**config.mk**
```make
export PLATFORM = sky130hd
export DESIGN_NAME = sfl_cmd_frontend
export DESIGN_NICKNAME = d
export VERILOG_FILES = /design/src/rtl/sfl_pkg.sv /design/src/rtl/sfl_sync.sv /design/src/rtl/sfl_shift.sv /design/src/rtl/sfl_decode.sv /design/src/rtl/sfl_cmd_frontend.sv
export SDC_FILE = /design/constraint.sdc
export NUM_CORES = 1
export LEC_CHECK = 0
export BUFFER_PORTS_ARGS = -buffer_cell sky130_fd_sc_hd__buf_2
export CORE_MARGIN = 2
export CORE_UTILIZATION = 55
export DETAILED_ROUTE_END_ITERATION = 8
export PLACE_DENSITY_LB_ADDON = 0.2
export SYNTH_ARGS = -nofsm -noshare
export SYNTH_HDL_FRONTEND = slang
export SYNTH_SLANG_ARGS = --single-unit
```
**constraint.sdc**
```tcl
create_clock -name clk -period 1.7 [get_ports clk]
set_input_delay 0.085 -clock clk [delete_from_list [all_inputs] [get_ports clk]]
set_output_delay 0.085 -clock clk [all_outputs]
set_load 0.02 [all_outputs]
```
**src/rtl/sfl_pkg.sv**
```systemverilog
// Shared widths and the decoded command type for the serial flash
// command front-end. Assumes a 528-byte page and a 32-bit header.
package sfl_pkg;
    localparam int OP_W       = 8;
    localparam int ADDR_W     = 24;
    localparam int PAGE_W     = 12;
    localparam int BYTE_W     = 10;
    localparam int PAGE_BYTES = 528;
    localparam int FRAME_W    = OP_W + ADDR_W;
    localparam int CNT_W      = $clog2(FRAME_W + 1);

    typedef struct packed {
        logic [OP_W-1:0]   op;
        logic [PAGE_W-1:0] page;
        logic [BYTE_W-1:0] offs;
    } sfl_cmd_t;
endpackage

```
**src/rtl/sfl_sync.sv**
```systemverilog
// Multi-stage synchroniser for a bundle of asynchronous pins.
// Assumes each pin is held for several system clocks between changes,
// so all bits of the bundle cross with the same latency.
module sfl_sync #(
    parameter int          W       = 3,
    parameter int          STAGES  = 2,
    parameter logic [W-1:0] RST_VAL = '0
) (
    input  logic         clk,
    input  logic         rst_n,
    input  logic [W-1:0] d,
    output logic [W-1:0] q
);
    logic [STAGES-1:0][W-1:0] stg;

    // Shift the pins through the synchroniser chain.
    always_ff @(posedge clk) begin
        if (!rst_n) begin
            stg <= {STAGES{RST_VAL}};
        end else begin
            stg[0] <= d;
            for (int i = 1; i < STAGES; i++) stg[i] <= stg[i-1];
        end
    end

    assign q = stg[STAGES-1];
endmodule

```
**src/rtl/sfl_shift.sv**
```systemverilog
// Header collector: detects rising serial clock edges in the system
// domain and shifts in up to FRAME_W bits, MSB first, while select is low.
// Assumes synchronised inputs; bits past FRAME_W are ignored.
module sfl_shift
    import sfl_pkg::*;
#(
    parameter int FW = FRAME_W,
    localparam int CW = $clog2(FW + 1)
) (
    input  logic          clk,
    input  logic          rst_n,
    input  logic          sck_s,
    input  logic          cs_n_s,
    input  logic          si_s,
    output logic [FW-1:0] frame,
    output logic          frame_done
);
    logic          sck_q;
    logic          sck_rise;
    logic [CW-1:0] cnt;
    logic [FW-1:0] sh;

    assign sck_rise = sck_s & ~sck_q;
    assign frame    = sh;

    // Remember the previous synchronised clock level for edge detection.
    always_ff @(posedge clk) begin
        if (!rst_n) sck_q <= 1'b0;
        else        sck_q <= sck_s;
    end

    // Count and shift header bits; a high select drops the partial header.
    always_ff @(posedge clk) begin
        if (!rst_n) begin
            cnt <= '0;
            sh  <= '0;
        end else if (cs_n_s) begin
            cnt <= '0;
        end else if (sck_rise && cnt != CW'(FW)) begin
            sh  <= {sh[FW-2:0], si_s};
            cnt <= cnt + 1'b1;
        end
    end

    // Flag the clock on which the last header bit lands.
    always_ff @(posedge clk) begin
        if (!rst_n) frame_done <= 1'b0;
        else        frame_done <= !cs_n_s && sck_rise && (cnt == CW'(FW - 1));
    end

    a_r7_cnt_bounded: assert property (@(posedge clk) disable iff (!rst_n)
        cnt <= CW'(FW));
    a_r6_cs_clears: assert property (@(posedge clk) disable iff (!rst_n)
        cs_n_s |=> (cnt == '0));
    a_r2_done_at_full: assert property (@(posedge clk) disable iff (!rst_n)
        frame_done |-> (cnt == CW'(FW)));
    a_r8_done_single: assert property (@(posedge clk) disable iff (!rst_n)
        frame_done |=> !frame_done);
endmodule

```
**src/rtl/sfl_decode.sv**
```systemverilog
// Field splitter: separates command code, page index and byte offset,
// checks the offset against the page size and registers the result
// with a one-clock strobe. Assumes frame is stable while done is high.
module sfl_decode
    import sfl_pkg::*;
#(
    parameter int PW = PAGE_W,
    parameter int BW = BYTE_W,
    parameter int OW = OP_W,
    parameter int NB = PAGE_BYTES,
    localparam int FW = OW + ADDR_W
) (
    input  logic          clk,
    input  logic          rst_n,
    input  logic [FW-1:0] frame,
    input  logic          frame_done,
    output logic          cmd_valid,
    output logic          cmd_range_err,
    output logic [OW-1:0] cmd_op,
    output logic [PW-1:0] cmd_page,
    output logic [BW-1:0] cmd_offs
);
    localparam logic [BW-1:0] OFFS_LIMIT = BW'(NB);

    logic [OW-1:0] op_w;
    logic [PW-1:0] page_w;
    logic [BW-1:0] offs_w;
    logic          in_range;

    // Split the header; the bits between page and code are don't-care.
    always_comb begin
        op_w     = frame[FW-1 -: OW];
        page_w   = frame[PW+BW-1 : BW];
        offs_w   = frame[BW-1:0];
        in_range = offs_w < OFFS_LIMIT;
    end

    // Register strobes and latch fields on a completed header.
    always_ff @(posedge clk) begin
        if (!rst_n) begin
            cmd_valid     <= 1'b0;
            cmd_range_err <= 1'b0;
            cmd_op        <= '0;
            cmd_page      <= '0;
            cmd_offs      <= '0;
        end else begin
            cmd_valid     <= frame_done && in_range;
            cmd_range_err <= frame_done && !in_range;
            if (frame_done) begin
                cmd_op   <= op_w;
                cmd_page <= page_w;
                cmd_offs <= offs_w;
            end
        end
    end

    a_r5_valid_in_range: assert property (@(posedge clk) disable iff (!rst_n)
        cmd_valid |-> (cmd_offs < OFFS_LIMIT));
    a_r5_err_out_of_range: assert property (@(posedge clk) disable iff (!rst_n)
        cmd_range_err |-> (cmd_offs >= OFFS_LIMIT));
    a_r8_strobes_exclusive: assert property (@(posedge clk) disable iff (!rst_n)
        $onehot0({cmd_valid, cmd_range_err}));
    a_r7_fields_hold: assert property (@(posedge clk) disable iff (!rst_n)
        !frame_done |=> ($stable(cmd_op) && $stable(cmd_page) && $stable(cmd_offs)));
endmodule

```
**src/rtl/sfl_cmd_frontend.sv**
```systemverilog
// Serial flash command front-end top: synchronises the SPI pins into
// the system clock, collects a 32-bit header (modes 0 and 3) and hands
// the decoded command code, page index and byte offset downstream.
// Assumes the system clock is well above twice the serial clock rate.
module sfl_cmd_frontend
    import sfl_pkg::*;
#(
    parameter int SYNC_STAGES = 2
) (
    input  logic              clk,
    input  logic              rst_n,
    input  logic              spi_sck,
    input  logic              spi_cs_n,
    input  logic              spi_si,
    output logic              cmd_valid,
    output logic              cmd_range_err,
    output logic [OP_W-1:0]   cmd_opcode,
    output logic [PAGE_W-1:0] cmd_page,
    output logic [BYTE_W-1:0] cmd_byte
);
    logic [2:0]         pins_s;
    logic [FRAME_W-1:0] frame;
    logic               frame_done;

    sfl_sync #(.W(3), .STAGES(SYNC_STAGES), .RST_VAL(3'b010)) u_sync (
        .clk   (clk),
        .rst_n (rst_n),
        .d     ({spi_sck, spi_cs_n, spi_si}),
        .q     (pins_s)
    );

    sfl_shift #(.FW(FRAME_W)) u_shift (
        .clk        (clk),
        .rst_n      (rst_n),
        .sck_s      (pins_s[2]),
        .cs_n_s     (pins_s[1]),
        .si_s       (pins_s[0]),
        .frame      (frame),
        .frame_done (frame_done)
    );

    sfl_decode #(.PW(PAGE_W), .BW(BYTE_W), .OW(OP_W), .NB(PAGE_BYTES)) u_decode (
        .clk           (clk),
        .rst_n         (rst_n),
        .frame         (frame),
        .frame_done    (frame_done),
        .cmd_valid     (cmd_valid),
        .cmd_range_err (cmd_range_err),
        .cmd_op        (cmd_opcode),
        .cmd_page      (cmd_page),
        .cmd_offs      (cmd_byte)
    );
endmodule

```
==> results.json <==
{
  "layout_setup_ws_ns": 0.135,
  "fin_nets": 315,
  "grt.overflow.total": 0,
  "clock_latency_ns": 0.35,
  "synth_edf_count": 0,
  "drcViolationCount": 0,
  "htree_levels": 3,
  "fmax_ghz": 0.639,
  "cts_inserted_buffers": 9,
  "yosys.area_share.simple_pct": 16.9,
  "synthAdderAreaFrac_pct": 0.850,
  "worst_slew_pin_slew_ns": 0.342,
  "instances_no_fill": 383,
  "netlist_area_mm2": 0.00295,
  "io_pins": 37,
  "path_max_fanout": 32,
  "grt_first_pass_wirelength_mm": 8.54,
  "setup_tns_ns": 0,
  "ys.flop_type": "dfxtp_1",
  "dpl.cell_count": 363,
  "hold_viol_final": 0,
  "die_height_um": 77.2,
  "port_buffers": 36,
  "die_area_mm2": 0.00596,
  "ys_types": 31,
  "synth_compound_area_share_pct": 2.89,
  "cp-end-kind": "flip-flop",
  "crit_arrival_ns": 1.79,
  "die_w_um": 77.2,
  "dr.pass1.iters": 4,
  "synthMuxAreaShare_pct": 21.4,
  "path_class": "flip-flop to flip-flop",
  "tritoncts": "yes",
  "mostFrequentLayoutCells": "dfxtp_1, mux2i_1, nand2_1, buf_2, nor2b_1",
  "maxSlewViolCount": 0,
  "postPlaceCellArea_mm2": 0.00314,
  "core_mm2": 0.00514,
  "hold_path.class": "flip-flop to flip-flop",
  "grt_max_degree": 40,
  "required_ns": 1.92,
  "clock_sink_count": 78,
  "fin_area_mm2": 0.00340,
  "yosysSeqAreaShare_pct": 53.0,
  "vias": 1859,
  "ys_seq_elements": 78,
  "antenna_left": 0,
  "layout-drive-gt1-share_pct": 18.5,
  "grt_use_total_pct": 18.1,
  "syn_to_final_growth_pct": 15.4,
  "clock_path_buffers": 2,
  "vias_per_cell": 4.85,
  "rsz0062_at_grt": "false",
  "clock_skew_ns": 0.00842,
  "wire_per_inst_um": 12.5,
  "p_per_area_mw_per_mm2": 1000,
  "async_reset_ff_share_pct": 0,
  "dpl.hpwl_mm": 3.09,
  "cts_setup_buffers": 0,
  "startpoint_type": "flip-flop",
  "synth_top_family_by_area": "multiplexers",
  "synthXorXnorAreaFrac_pct": 0,
  "peakVddDrop_mv": 0.641,
  "setup_viol": 0,
  "antenna_found_initial": 0,
  "syn_nets": 276,
  "yosys_warnings": 0,
  "maxSlewHeadroom_pct": 77.2,
  "drt_iter0_markers": 54,
  "status": "finished clean",
  "grt_pass1_vias": 1895,
  "p_total_mw": 3.40,
  "synthCells": 269,
  "hold_ws_ns": 0.409,
  "cts-root-buf": "clkbuf_8",
  "finalCriticalPeriod_ns": 1.56,
  "maxCapViolations": 0,
  "fin_crit_sh_pct": 92.0,
  "postSynthAreaPerCell_um2": 10.9,
  "std_cell_rows": 26,
  "start_util_pct": 57.3,
  "gp_congestion": 0.850,
  "place_ws_ns": 0.164,
  "drt_wl_total_mm": 4.80,
  "fin_util_pct": 66.1,
  "ctsResizeCount": 0,
  "antenna_cells": 0,
  "final_common_cell": "dfxtp_1",
  "clk_pin_slew_ns": 0.08,
  "leakage_nw": 1.47
}
critical path, stage by stage (launching register included):
cell and delay, ns:
dfxtp_1 0.37, inv_1 0.09, ha_1 0.23, a311o_2 0.39, buf_12 0.19, mux2i_1 0.14
what timing repair did:
action,CTS,global route
hold buffers,4,0
endpoints found under the hold margin,4,0
endpoints found under the setup margin,0,0
cells in the mapped netlist (2+ instances only):
cell / count / area share [%]
dfxtp_1: 78 / 53
a21oi_1: 3 / 0.51
clkbuf_1: 6 / 0.76
and2_1: 5 / 1.1
nand2b_1: 4 / 0.85
buf_2: 5 / 0.85
buf_12: 3 / 2.0
ha_1: 2 / 0.85
mux2i_1: 63 / 21
nand2_1: 38 / 4.8
or3_1: 3 / 0.64
a31oi_1: 2 / 0.42
or4_1: 2 / 0.51
inv_1: 5 / 0.64
o21ai_1: 2 / 0.34
nor2b_1: 33 / 7.0
layer usage:
| layer | part of all wire, % | global-route usage [%] |
|---|---|---|
| met5 | 0 | 0 |
| met4 | 1.8 | 8.04 |
| met3 | 4.0 | 6.00 |
| met2 | 45 | 28.2 |
| met1 | 49 | 22.8 |
final timing paths:
path | from | cells after the start | endpoint | slack, ns
hold / removal | u_sync.stg[1]$_SDFF_PN1_ | 1 | u_sync.q[1]$_SDFF_PN1_ | 0.41
setup reg to reg | u_shift.cnt[0]$_SDFFE_PP0P_ | 5 | u_shift.frame[5]$_SDFFE_PN0P_ | 0.14
setup / recovery | u_shift.cnt[0]$_SDFFE_PP0P_ | 5 | u_shift.frame[5]$_SDFFE_PN0P_ | 0.14
hold reg to reg | u_sync.stg[1]$_SDFF_PN1_ | 1 | u_sync.q[1]$_SDFF_PN1_ | 0.41
logic make-up (layout without fill, tap and decap cells):
logic type	count (synthesis)	count (layout)
AOI/OAI and AO/OA	13	13
buffers and inverters	21	65
adders and majority gates	2	2
and+or+nand+nor	92	92
muxes	63	63
DFF	78	78
area by class of cell:
type / count / area [um^2]
Multi-Input combinational cell: 170 / 1240
Timing Repair Buffer: 44 / 275
Sequential cell: 78 / 1560
Clock buffer: 12 / 145
Clock inverter: 4 / 70.1
Fill cell: 427 / 1740
Inverter: 5 / 18.8
Tap cell: 70 / 87.6
flip-flops by register name (all words and copies together) (netlist names):
register,flops
u_sync.q,3
u_shift.cnt,6
u_shift.frame,32
u_decode.cmd_range_err,1
u_shift.frame_done,1
u_sync.stg,3
u_decode.cmd_valid,1
u_decode.cmd_op,8
u_shift.sck_q,1
u_decode.cmd_page,12
u_decode.cmd_offs,10
power by group:
group / internal [mW] / leakage (nW) / switching (mW)
clock network: 0.863 / 0.110 / 0.634
registers: 1.83 / 0.630 / 0.00345
logic: 0.0323 / 0.725 / 0.0343
total: 2.73 / 1.47 / 0.672
No activity file was read; power rests on OpenSTA's default activity.
